## config.mk

```make
export PLATFORM = sky130hd
export DESIGN_NAME = usbSecGate
export DESIGN_NICKNAME = d
export VERILOG_FILES = /design/src/rtl/usbSecGatePkg.sv /design/src/rtl/gateDecode.sv /design/src/rtl/gateCtrl.sv /design/src/rtl/gateDatapath.sv /design/src/rtl/usbSecGate.sv
export SDC_FILE = /design/constraint.sdc
export NUM_CORES = 1
export LEC_CHECK = 0
export BUFFER_PORTS_ARGS = -buffer_cell sky130_fd_sc_hd__buf_4
export CAP_MARGIN = 20
export CORE_UTILIZATION = 34
export CTS_CLUSTER_DIAMETER = 150
export CTS_CLUSTER_SIZE = 14
export DETAILED_ROUTE_END_ITERATION = 7
export MAX_ROUTING_LAYER = met4
export PLACE_DENSITY = 0.66
export SLEW_MARGIN = 20
export SYNTH_ARGS = -nofsm -noshare
export SYNTH_HDL_FRONTEND = slang
export SYNTH_SLANG_ARGS = --single-unit
```

## constraint.sdc

```tcl
create_clock -name clk -period 7.16 [get_ports clk]
set_input_delay 1.432 -clock clk [delete_from_list [all_inputs] [get_ports clk]]
set_output_delay 1.432 -clock clk [all_outputs]
set_load 0.05 [all_outputs]
```

## src/rtl/usbSecGatePkg.sv

```systemverilog
package usbSecGatePkg;
  localparam int BUS_W = 32;
  localparam int REG_W = 8;

  typedef enum logic [1:0] {TGT_NONE, TGT_SRAM, TGT_REG, TGT_CTRL} tgt_e;
  typedef enum logic [1:0] {ST_IDLE, ST_FWD, ST_RESP} st_e;
  typedef enum logic [1:0] {RSP_ZERO, RSP_SRAM, RSP_REG, RSP_CTRL} rsp_e;

  // strobes from control to datapath
  typedef struct packed {
    logic capture;   // latch address and write data of an accepted access
    logic loadResp;  // latch response data
    rsp_e respSel;   // response data source
  } strobe_t;
endpackage

```

## src/rtl/gateDecode.sv

```systemverilog
module gateDecode
  import usbSecGatePkg::*;
#(
  parameter int          SRAM_AW   = 12,
  parameter logic [31:0] REG_BASE  = 32'h0001_0000,
  parameter logic [31:0] CTRL_ADDR = 32'h0002_0000
) (
  input  logic [BUS_W-1:0] addr,
  output tgt_e             hit,
  output logic             aligned
);
  logic sramHit, regHit, ctrlHit;

  assign aligned = (addr[1:0] == 2'b00);
  assign sramHit = (addr[BUS_W-1:SRAM_AW] == '0);
  assign regHit  = (addr[BUS_W-1:8] == REG_BASE[BUS_W-1:8]);
  assign ctrlHit = (addr[BUS_W-1:2] == CTRL_ADDR[BUS_W-1:2]);

  always_comb begin
    if (sramHit)      hit = TGT_SRAM;
    else if (regHit)  hit = TGT_REG;
    else if (ctrlHit) hit = TGT_CTRL;
    else              hit = TGT_NONE;
  end
endmodule

```

## src/rtl/gateCtrl.sv

```systemverilog
module gateCtrl
  import usbSecGatePkg::*;
(
  input  logic    clk,
  input  logic    rstN,
  input  logic    cpuSecure,
  input  logic    busReq,
  input  logic    busWe,
  input  logic    setBit,
  input  tgt_e    hit,
  input  logic    aligned,
  input  logic    sramReady,
  input  logic    regReady,
  output logic    busReady,
  output logic    busErr,
  output logic    sramReq,
  output logic    sramWe,
  output logic    regReq,
  output logic    regWe,
  output logic    secEn,
  output strobe_t strb
);
  st_e  state, stateNx;
  tgt_e tgtQ, tgtNx;
  logic weQ, weNx, errQ, errNx, enNx;
  logic downReady;

  assign downReady = (tgtQ == TGT_SRAM) ? sramReady : regReady;

  always_comb begin
    stateNx      = state;
    tgtNx        = tgtQ;
    weNx         = weQ;
    errNx        = errQ;
    enNx         = secEn;
    strb.capture = 1'b0;
    strb.loadResp = 1'b0;
    strb.respSel = RSP_ZERO;
    unique case (state)
      ST_IDLE: if (busReq) begin
        weNx  = busWe;
        tgtNx = hit;
        strb.loadResp = 1'b1;
        if (!aligned || hit == TGT_NONE) begin
          errNx   = 1'b1;
          stateNx = ST_RESP;
        end else if (hit == TGT_CTRL) begin
          errNx   = 1'b0;
          stateNx = ST_RESP;
          strb.respSel = busWe ? RSP_ZERO : RSP_CTRL;
          if (busWe) enNx = setBit ? (secEn | cpuSecure) : 1'b0;
        end else if (!secEn) begin
          errNx   = 1'b1;
          stateNx = ST_RESP;
        end else begin
          errNx        = 1'b0;
          stateNx      = ST_FWD;
          strb.loadResp = 1'b0;
          strb.capture = 1'b1;
        end
      end
      ST_FWD: if (downReady) begin
        stateNx = ST_RESP;
        strb.loadResp = 1'b1;
        if (!weQ) strb.respSel = (tgtQ == TGT_SRAM) ? RSP_SRAM : RSP_REG;
      end
      default: stateNx = ST_IDLE;
    endcase
  end

  always_ff @(posedge clk) begin
    if (!rstN) begin
      state <= ST_IDLE;
      tgtQ  <= TGT_NONE;
      weQ   <= 1'b0;
      errQ  <= 1'b0;
      secEn <= 1'b0;
    end else begin
      state <= stateNx;
      tgtQ  <= tgtNx;
      weQ   <= weNx;
      errQ  <= errNx;
      secEn <= enNx;
    end
  end

  assign busReady = (state == ST_RESP);
  assign busErr   = busReady && errQ;
  assign sramReq  = (state == ST_FWD) && (tgtQ == TGT_SRAM);
  assign regReq   = (state == ST_FWD) && (tgtQ == TGT_REG);
  assign sramWe   = sramReq && weQ;
  assign regWe    = regReq && weQ;
endmodule

```

## src/rtl/gateDatapath.sv

```systemverilog
module gateDatapath
  import usbSecGatePkg::*;
#(
  parameter int KEEP_AW = 12
) (
  input  logic               clk,
  input  logic               rstN,
  input  strobe_t            strb,
  input  logic [KEEP_AW-1:0] busAddrLow,
  input  logic [BUS_W-1:0]   busWdata,
  input  logic [BUS_W-1:0]   sramRdata,
  input  logic [REG_W-1:0]   regRdata,
  input  logic               secEn,
  output logic [KEEP_AW-1:0] addrQ,
  output logic [BUS_W-1:0]   wdataQ,
  output logic [BUS_W-1:0]   busRdata
);
  logic [BUS_W-1:0] respNx;

  always_comb begin
    unique case (strb.respSel)
      RSP_SRAM: respNx = sramRdata;
      RSP_REG:  respNx = {{(BUS_W-REG_W){1'b0}}, regRdata};
      RSP_CTRL: respNx = {{(BUS_W-1){1'b0}}, secEn};
      default:  respNx = '0;
    endcase
  end

  always_ff @(posedge clk) begin
    if (!rstN) begin
      addrQ    <= '0;
      wdataQ   <= '0;
      busRdata <= '0;
    end else begin
      if (strb.capture) begin
        addrQ  <= busAddrLow;
        wdataQ <= busWdata;
      end
      if (strb.loadResp) busRdata <= respNx;
    end
  end
endmodule

```

## src/rtl/usbSecGate.sv

```systemverilog
module usbSecGate
  import usbSecGatePkg::*;
#(
  parameter int          SRAM_BYTES = 4096,
  parameter logic [31:0] REG_BASE   = 32'h0001_0000,
  parameter logic [31:0] CTRL_ADDR  = 32'h0002_0000,
  localparam int         SRAM_AW    = $clog2(SRAM_BYTES)
) (
  input  logic               clk,
  input  logic               rstN,
  input  logic               cpuSecure,
  input  logic               busReq,
  input  logic               busWe,
  input  logic [31:0]        busAddr,
  input  logic [31:0]        busWdata,
  output logic               busReady,
  output logic               busErr,
  output logic [31:0]        busRdata,
  output logic               sramReq,
  output logic               sramWe,
  output logic [SRAM_AW-1:0] sramAddr,
  output logic [31:0]        sramWdata,
  input  logic [31:0]        sramRdata,
  input  logic               sramReady,
  output logic               regReq,
  output logic               regWe,
  output logic [7:0]         regAddr,
  output logic [7:0]         regWdata,
  input  logic [7:0]         regRdata,
  input  logic               regReady
);
  localparam int KEEP_AW = (SRAM_AW > 8) ? SRAM_AW : 8;

  tgt_e               hit;
  logic               aligned;
  logic               secEn;
  strobe_t            strb;
  logic [KEEP_AW-1:0] addrQ;
  logic [31:0]        wdataQ;

  gateDecode #(
    .SRAM_AW(SRAM_AW), .REG_BASE(REG_BASE), .CTRL_ADDR(CTRL_ADDR)
  ) u_decode (
    .addr(busAddr), .hit(hit), .aligned(aligned)
  );

  gateCtrl u_ctrl (
    .clk(clk), .rstN(rstN), .cpuSecure(cpuSecure),
    .busReq(busReq), .busWe(busWe), .setBit(busWdata[0]),
    .hit(hit), .aligned(aligned),
    .sramReady(sramReady), .regReady(regReady),
    .busReady(busReady), .busErr(busErr),
    .sramReq(sramReq), .sramWe(sramWe),
    .regReq(regReq), .regWe(regWe),
    .secEn(secEn), .strb(strb)
  );

  gateDatapath #(.KEEP_AW(KEEP_AW)) u_data (
    .clk(clk), .rstN(rstN), .strb(strb),
    .busAddrLow(busAddr[KEEP_AW-1:0]), .busWdata(busWdata),
    .sramRdata(sramRdata), .regRdata(regRdata), .secEn(secEn),
    .addrQ(addrQ), .wdataQ(wdataQ), .busRdata(busRdata)
  );

  assign sramAddr  = addrQ[SRAM_AW-1:0];
  assign sramWdata = wdataQ;
  assign regAddr   = addrQ[7:0];
  assign regWdata  = wdataQ[7:0];
endmodule

```

# [Yosys cells after proc, flatten, opt, wreduce, memory -nomap -nowiden]
# Cells that the tools add are included.
[totals] romBits=0 latch_bits=0 mem_bits_rw=0 mem_count=0 ff_bits=83
[op_classes] n_shift=0 eq_ne=12 addsub=0 n_div=0 n_bitwise=2 multipliers=0 mux=26 reduce_logical=14 magnitude_cmp=0
[op_table] cell="32-bit one-hot mux with 3 select lines" n=1
[op_table] cell="30-bit by 16-bit == test with 1-bit output (second input constant)" n=1
[op_table] cell="2-bit 2-to-1 mux" n=14
[op_table] cell="24-bit by 9-bit == test with 1-bit output (second input constant)" n=1
[op_table] cell="20-bit zero test" n=1
[op_table] cell="2-bit == test (second input constant)" n=5
[op_table] cell="4-bit 2-to-1 mux" n=2
[op_table] cell="2-bit by 1-bit == test with 1-bit output (second input constant)" n=3
[op_table] cell="2-bit zero test" n=3
[op_table] cell="1-bit 2-to-1 mux" n=6
[op_table] cell="3-bit one-hot mux with 2 select lines" n=1
[op_table] cell="1-bit logical AND" n=5
[op_table] cell="5-bit AND reduction" n=1
[op_table] cell="2-bit one-hot mux with 2 select lines" n=1
[op_table] cell="2-bit AND reduction" n=2
[op_table] cell="3-bit 2-to-1 mux" n=1
[op_table] cell="2-bit by 1-bit inequality test with 1-bit output (second input constant)" n=1
[op_table] cell="2-bit inequality test (second input constant)" n=1
[op_table] cell="1-bit zero test" n=1
[op_table] cell="1-bit logical OR" n=1
[op_table] cell="1-bit inverter" n=1
[op_table] cell="1-bit bitwise OR" n=1

# [Logic depth before layout (Yosys ltp)]
# Gate-level depths: netlist of run 1.
[depth] ltp_word=11 mapped_depth=7 depth_no_buf=5

# [Hierarchy]
# Synthesis of run 1 repeated with hierarchy kept, for this count alone.
[unflattened] cells_unflattened=371 area_unflattened_um2=3734.8
[modules_own_cells] module="gateDatapath" instances=1 area_per_inst_um2=3045.4 cells_per_inst=287 seq_area_each_um2=1521.5
[modules_own_cells] module="gateCtrl" instances=1 area_per_inst_um2=431.7 cells_per_inst=51 seq_area_each_um2=140.1
[modules_own_cells] module="gateDecode" instances=1 area_per_inst_um2=137.6 cells_per_inst=17 seq_area_each_um2=0.0
[modules_own_cells] module="usbSecGate" instances=1 area_per_inst_um2=120.1 cells_per_inst=16 seq_area_each_um2=0.0

# [Worst setup path after synthesis of run 1]
# OpenSTA, ideal clock, no wires.
[synth_timing] path_kind="register -> output" startpoint="reg u_ctrl.state[1]" endpoint="out regWe" path_stages_with_launch=4 t_arrival_ps=2290 required_ps=5728 path_buffers=0 slack_ps=3438 path_cell_list="dfxtp_1 > nand2b_1 > nor3b_1 > and2_1"
[synth_between] elab_chain_cells=3
[synth_rtl] element="from (decl)" line="gateCtrl.sv:23" text="st_e state, stateNx;"
[synth_rtl] element="from (signal assigned)" line="gateCtrl.sv:79" text="state <= stateNx;"
[synth_rtl] element="2-bit by 1-bit == test with 1-bit output" line="gateCtrl.sv:90" text="assign regReq = (state == ST_FWD) && (tgtQ == TGT_REG);"
[synth_rtl] element="1-bit logical AND" line="gateCtrl.sv:90"
[synth_rtl] element="net regReq" line="usbSecGate.sv:25" text="output logic regReq,"
[synth_rtl] element="1-bit logical AND" line="gateCtrl.sv:92" text="assign regWe = regReq && weQ;"
[synth_rtl] element="to (decl)" line="usbSecGate.sv:26" text="output logic regWe,"
# The timed path passes the listed nets, and every way through them passes these cells.

# [Final worst setup path of run 1]
[layout_timing] startpoint="in busAddr[19]" endpoint="reg u_data.addrQ[0]"
[layout_between] elab_chain_cells=9 word_cells_on_any_way=13 cone_classes="3 x eq/ne; 7 x mux; 3 x reduce/logical"
[layout_rtl] element="from (decl)" line="usbSecGate.sv:14" text="input logic [31:0] busAddr,"
[layout_rtl] element="30-bit by 16-bit == test with 1-bit output" line="gateDecode.sv:17" text="assign ctrlHit = (addr[BUS_W-1:2] == CTRL_ADDR[BUS_W-1:2]);"
[layout_rtl] element="2-bit 2-to-1 mux" line="gateDecode.sv:22" text="else if (ctrlHit) hit = TGT_CTRL;"
[layout_rtl] element="2-bit 2-to-1 mux" line="gateDecode.sv:21" text="else if (regHit) hit = TGT_REG;"
[layout_rtl] element="2-bit 2-to-1 mux *" line="gateDecode.sv:20" text="if (sramHit) hit = TGT_SRAM;"
[layout_rtl] element="2-bit == test or 2-bit zero test (tied branches)" line="gateCtrl.sv:47, gateCtrl.sv:44"
[layout_rtl] element="2-bit 2-to-1 mux or 1-bit logical OR (tied branches)" line="gateCtrl.sv:47, gateCtrl.sv:44"
[layout_rtl] element="4-bit 2-to-1 mux *" line="gateCtrl.sv:44" text="if (!aligned || hit == TGT_NONE) begin"
[layout_rtl] element="4-bit 2-to-1 mux *" line="gateCtrl.sv:40" text="ST_IDLE: if (busReq) begin"
[layout_rtl] element="1-bit 2-to-1 mux *" line="gateCtrl.sv:39" text="unique case (state)"
[layout_rtl] element="to (signal assigned)" line="gateDatapath.sv:36" text="addrQ <= busAddrLow;"
[layout_rtl] element="to (decl)" line="gateDatapath.sv:14" text="output logic [KEEP_AW-1:0] addrQ,"
# Mark *: on every way between the ends. The rest lies on a longest branch, timed or not.
# A chain may end at the register's enable or synchronous reset.

==> reports/qor.yml, run 1 <==
synth:
  ys.flop_type: "dfxtp_1"
  ys_types: 41
  synth-warning-count: 0
  syn_avg_cell_area_sq_um: 9.331
  postSynth.asyncResetShare: 0
  synth_top_area_cell: "dfxtp_1"
  synth_top_area_frac: 0.4906
  syn_nets: 474
  synth_cells: 363
  synth_seq_area_share: 0.4906
  yosys-top-cells-area: "dfxtp_1 49%, nand2_1 10%, a22o_1 9.8%"
  syn_area_sq_um: 3387
  synth-edff-count: 0
  ys_ff_latch: 83
finish:
  layout_common_cells: "211 x buf_4, 92 x nand2_1, 83 x dfxtp_1"
  final_nets: 658
  final_util: 0.5207
  mostFrequentLayoutCell: "buf_4"
  nFillCells: 926
  layout.cells.non_filler: 685
  area_growth_pct: 49.58
  antenna_cells: 0
  drive_gt1_frac: 0.4257
  multi_input_comb_area_sq_um: 1459
  regArea_sq_um: 1662
cts:
  postCtsSetupRepairBufs: 0
  numCtsBuffers: 9
  cts_root_buf: "clkbuf_8"
  cts_buffer_depth: 2
  htree_levels: 3
  clock_latency_ns: 0.35
  cts_tree: "done"
  cts_resized: 0
  hold_buffers: 0
  path_clk_slew_ns: 0.08
  cts_sinks: 83
die:
  dieArea_sq_um: 10370
  die_y_um: 101.8
  die-width_um: 101.8
  core_sq_um: 9729
  ioPinCount: 209
  num_rows: 36
  start_util: 0.3481
hold_path:
  hold_start: "u_data.wdataQ[19]"
  hold_end: "u_data.wdataQ[19]"
  holdPathStages: 2
  hold_path.class: "reg -> reg"
sta:
  min_period_ns: 3.243
  fin_skew_ns: 0.006918
  drv_slew: 0
  final.setup.tns_ns: 0
  fin_crit_sh: 0.4529
  tightest_slew_ns: 0.8573
  hold_violations: 0
  rsz0062_at_grt: "no"
  hold_ws_ns: 0.4516
  slew_headroom: 0.4285
  timing.fmax_mhz: 308.4
  setup_viol: 0
grt:
  antenna_found_initial: 0
  grt_pass1_vias: 2869
  grt_pass1_wl_mm: 14.17
  grt_max_degree: 63
  grt-ovfl-total: 0
  gr-usage-all-layers: 0.1864
critical_path:
  reg2reg_slack_ns: 4.78
  r2r-end: "u_data.busRdata[22]"
  rr_startpoint: "u_ctrl.state[1]"
  crit_required_ns: 7.40
  critPathKind: "in -> reg"
  cp-end-kind: "flop"
  worstPathArrival_ns: 3.49
  crit_path_max_fanout: 45
  reg2reg_depth: 4
  startpoint_type: "primary input"
routing:
  post_drt_wl_per_cell_um: 14.16
  drc_errors: 0
  highest_layer: "met4"
  drt_iter0_drc: 86
  wl_mm: 9.698
  drtAntennaViolNets: 0
  m1WireLength_mm: 4.197
  wl_met3_um: 881
  vias: 3224
  avgViaCountPerCell: 4.707
  dr_wl_met2_mm: 4.423
  drt-pass1-iter-count: 4
pwr:
  power_mw: 0.8499
  cellLeakagePower_nw: 2.263
  worst_ir_drop_vdd_mv: 0.06921
  power-per-cell-area_nw_per_um2: 167.8
outcome:
  run_status: "finished, final reports clean"
placement:
  gp_routability_congestion: 0.7215
  port_buffers: 208
  placedCellCount: 669
  place_hpwl_mm: 7.189
flow_run:
  cap_violations: 0
## state kept, by name, summed over array words and instances (netlist names)
signal,count
u_data.busRdata,32
u_data.wdataQ,32
u_data.addrQ,12
u_ctrl.state,2
u_ctrl.tgtQ,2
u_ctrl.errQ,1
u_ctrl.secEn,1
u_ctrl.weQ,1
## where the power goes
group	leakage [nW]	switching, mW	internal (mW)	total [mW]
logic	1.51	0.0271	0.0468	0.0738
clock network	0.0884	0.169	0.144	0.313
registers	0.669	0.00121	0.462	0.463
## worst max path at each step
stage	start	end	slack [ns]	cells after the start
2_1_floorplan	u_ctrl.state[1]	regWe	3.44	3
3_3_place_gp	sramReady	u_data.busRdata[21]	3.59	5
3_5_place_dp	busAddr[19]	u_data.addrQ[0]	3.58	5
4_1_cts	busAddr[19]	u_data.addrQ[0]	3.95	5
5_1_grt	busAddr[19]	u_data.addrQ[0]	3.74	5
6_report	busAddr[19]	u_data.addrQ[0]	3.92	5
## logic make-up after synthesis
kind of cell,after synthesis,synth area share
simple gates,141,0.2024
compound gates,96,0.2253
flops,83,0.4906
buf+inv,42,0.07868
mux,1,0.002955
## cells in the mapped netlist, types with 2 or more instances
library cell,number
a21boi_0,15
a21boi_1,31
a21oi_1,2
a22o_1,38
a31oi_1,2
and2_1,4
and3_1,3
buf_2,9
buf_4,17
buf_6,3
clkbuf_1,7
dfxtp_1,83
inv_1,4
nand2_1,92
nand2b_1,3
nand3_1,5
nor2_1,7
nor2b_1,5
nor3b_1,3
nor4_1,6
nor4_2,2
o21ai_0,2
or4_4,2
## final cells by class
type                       count  share of cell area
clock buffer                  12             0.03062
clock inverter                 4            0.004939
inverter                       4            0.002964
multi-input combinational    238              0.2880
sequential                    83              0.3280
tap                          133             0.03285
timing repair buffer         211              0.3127
## metal layers
metal  GRT usage  vias to the layer above
met5           -                        -
met4     0.08462                        0
met3     0.04446                       12
met2      0.2968                      148
met1      0.2238                     1449
li1            -                     1615
## critical path, stage by stage
cell,delay (ns)
buf_4,0.11
nor4_2,0.59
nand3_1,0.26
or4_4,0.80
and3_1,0.29
## stage by stage
step	worst slack (ns)	area (sq um)
after floorplan	3.438	3387
after global placement	3.592	4886
after detailed placement	3.576	4886
after CTS	3.953	5066
after global routing	3.740	5066
final	3.917	5066
Note: power is estimated with default switching activity, not from simulation.
==> run 2, diff against run 1 <==
--- a/config.mk
+++ b/config.mk
@@ -12,7 +12,7 @@
 export CTS_CLUSTER_SIZE = 14
 export DETAILED_ROUTE_END_ITERATION = 7
 export MAX_ROUTING_LAYER = met4
-export PLACE_DENSITY = 0.66
+export PLACE_DENSITY = 0.68
 export SLEW_MARGIN = 20
 export SYNTH_ARGS = -nofsm -noshare
 export SYNTH_HDL_FRONTEND = slang
==> constraint.sdc (replaced) <==
create_clock -name clk -period 2.6 [get_ports clk]
set_input_delay 0.52 -clock clk [delete_from_list [all_inputs] [get_ports clk]]
set_output_delay 0.52 -clock clk [all_outputs]
set_load 0.05 [all_outputs]
==> run 2 against run 1 <==
Against the previous run:
- setup slack worse by 3.4 ns
- combinational power rose to 2.8 times the previous value
- wire length up 0.29%
- cell area up 2.3%
- global-route usage about the same
- hold slack worse by 0.076 ns
==> reports/qor.yml, run 2 (synthesis results as in run 1) <==
cts:
  cts_tree: "done"
  htree_levels: 3  # unchanged
  postCtsSetupRepairBufs: 0  # unchanged
  cts_sinks: 83  # unchanged
  hold_buffers: 0  # unchanged
  numCtsBuffers: 9  # unchanged
  clock_latency_ns: 0.36  # about the same
  path_clk_slew_ns: 0.09  # about the same
  cts_buffer_depth: 2  # unchanged
  cts_resized: 0  # unchanged
  cts_root_buf: "clkbuf_8"
finish:
  reg_top3: "u_data.busRdata (32), u_data.wdataQ (32), u_data.addrQ (12)"
  antenna_cells: 0  # unchanged
  regArea_sq_um: 1662  # unchanged
  mostFrequentLayoutCell: "buf_4"
  layout_common_cells: "217 x buf_4, 92 x nand2_1, 83 x dfxtp_1"
  multi_input_comb_area_sq_um: 1464  # +0.34%
  area_growth_pct: 53.08
  fin_area_sq_um: 5185  # +2.3%
  drive_gt1_frac: 0.4375  # +0.01178
  final_nets: 666  # +1.2%
  nFillCells: 927  # +0.11%
critical_path:
  rr_startpoint: "u_ctrl.secEn"
  crit_required_ns: 2.85  # -4.55 ns
  worstPathArrival_ns: 2.35  # -1.14 ns
  crit_start: "busAddr[13]"
  cp-end-kind: "flop"
  startpoint_type: "primary input"
  critPathKind: "in -> reg"
  crit_path_max_fanout: 16  # -64%
outcome:
  run_status: "finished, final reports clean"
routing:
  vias: 3270  # +1.4%
  drc_errors: 0  # unchanged
  drt_iter0_drc: 91  # +5.8%
  drtAntennaViolNets: 0  # unchanged
  post_drt_wl_per_cell_um: 14.03  # -0.87%
  wl_mm: 9.726  # +0.29%
  drt-pass1-iter-count: 4  # unchanged
  avgViaCountPerCell: 4.719  # +0.26%
sta:
  setup_viol: 0  # unchanged
  slew_headroom: 0.6780  # +0.2495
  min_period_ns: 2.094
  drv_slew: 0  # unchanged
  timing.fmax_mhz: 477.6
  hold_violations: 0  # unchanged
  hold_ws_ns: 0.3757  # -0.07587 ns
  rsz0062_at_grt: "no"
  final.setup.tns_ns: 0  # unchanged
  tightest_slew_ns: 0.4786  # -0.3786 ns
  fin_crit_sh: 0.8052
  fin_skew_ns: 0.01189  # +0.004970 ns
placement:
  gp_routability_congestion: 0.8056  # +12%
  place_area_sq_um: 4976  # +1.8%
  place_hpwl_mm: 7.265  # +1.1%
  port_buffers: 208  # unchanged
die:
  ioPinCount: 209  # unchanged
  die_y_um: 101.8  # unchanged
  core_sq_um: 9729  # unchanged
  start_util: 0.3481  # unchanged
  num_rows: 36  # unchanged
  die-width_um: 101.8  # unchanged
  dieArea_sq_um: 10370  # unchanged
hold_path:
  hold_path.class: "in -> reg"
  hold_start: "sramRdata[10]"
grt:
  gr-usage-all-layers: 0.1863  # about the same
  grt_pass1_wl_mm: 14.30  # +0.97%
  grt_max_degree: 46  # -27%
  antenna_found_initial: 0  # unchanged
  grt_pass1_vias: 2868  # -0.035%
  grt-ovfl-total: 0  # unchanged
pwr:
  cellLeakagePower_nw: 2.323  # +2.7%
  worst_ir_drop_vdd_mv: 0.2279  # +230%
  power-per-cell-area_nw_per_um2: 473.6  # +180%
  power_mw: 2.455  # +190%
flow_run:
  cap_violations: 0  # unchanged
==> run 2: cell types whose count changed in the layout (fill, tap and decap cells not counted), sizes merged <==
cell,before,now
clkbuf,12,10
clkinv,2,0
bufinv,0,1
buf,211,219
inv,4,7
==> run 2: cell type report <==
| class | instances | area share |
|---|---|---|
| inverter | 4 | 0.002896 |
| multi-input combinational | 238 | 0.2823 |
| sequential | 83 | 0.3205 |
| clock inverter | 6 | 0.01375 |
| timing repair buffer | 219 | 0.3219 |
| tap | 133 | 0.03209 |
| clock buffer | 10 | 0.02654 |
==> run 2: final timing paths <==
path,to,slack (ns),depth (start not counted)
setup reg to reg,u_data.addrQ[1],0.81,5
hold / removal,u_data.busRdata[10],0.38,2
setup / recovery,u_data.addrQ[1],0.51,6
hold reg to reg,u_data.wdataQ[31],0.46,2
==> run 2: metal layers <==
metal / vias to the layer above / routed length, um / track usage
li1: 1631 / - / -
met1: 1488 / 4158 / 0.2187
met2: 137 / 4592 / 0.3056
met3: 14 / 805 / 0.04241
met4: 0 / 170 / 0.08132
met5: - / 0 / -
==> run 2: per-stage QoR <==
step                cells  utilization  worst slack (ns)
finish                693       0.5329            0.5064
global route          693       0.5329            0.4696
CTS                   693       0.5329            0.5150
detailed placement    677       0.5114            0.1261
global placement      677       0.5114            0.1514
floorplan             363            -            0.2674
==> run 2: critical path: stages <==
cell	delay (ns)
buf_4	0.11
or4_4	0.53
or2_4	0.26
or4_4	0.53
buf_4	0.21
and3_1	0.19
==> run 2: report_power, final <==
group	switching [mW]	internal, mW
clock network	0.492	0.480
logic	0.0732	0.134
registers	0.00325	1.27
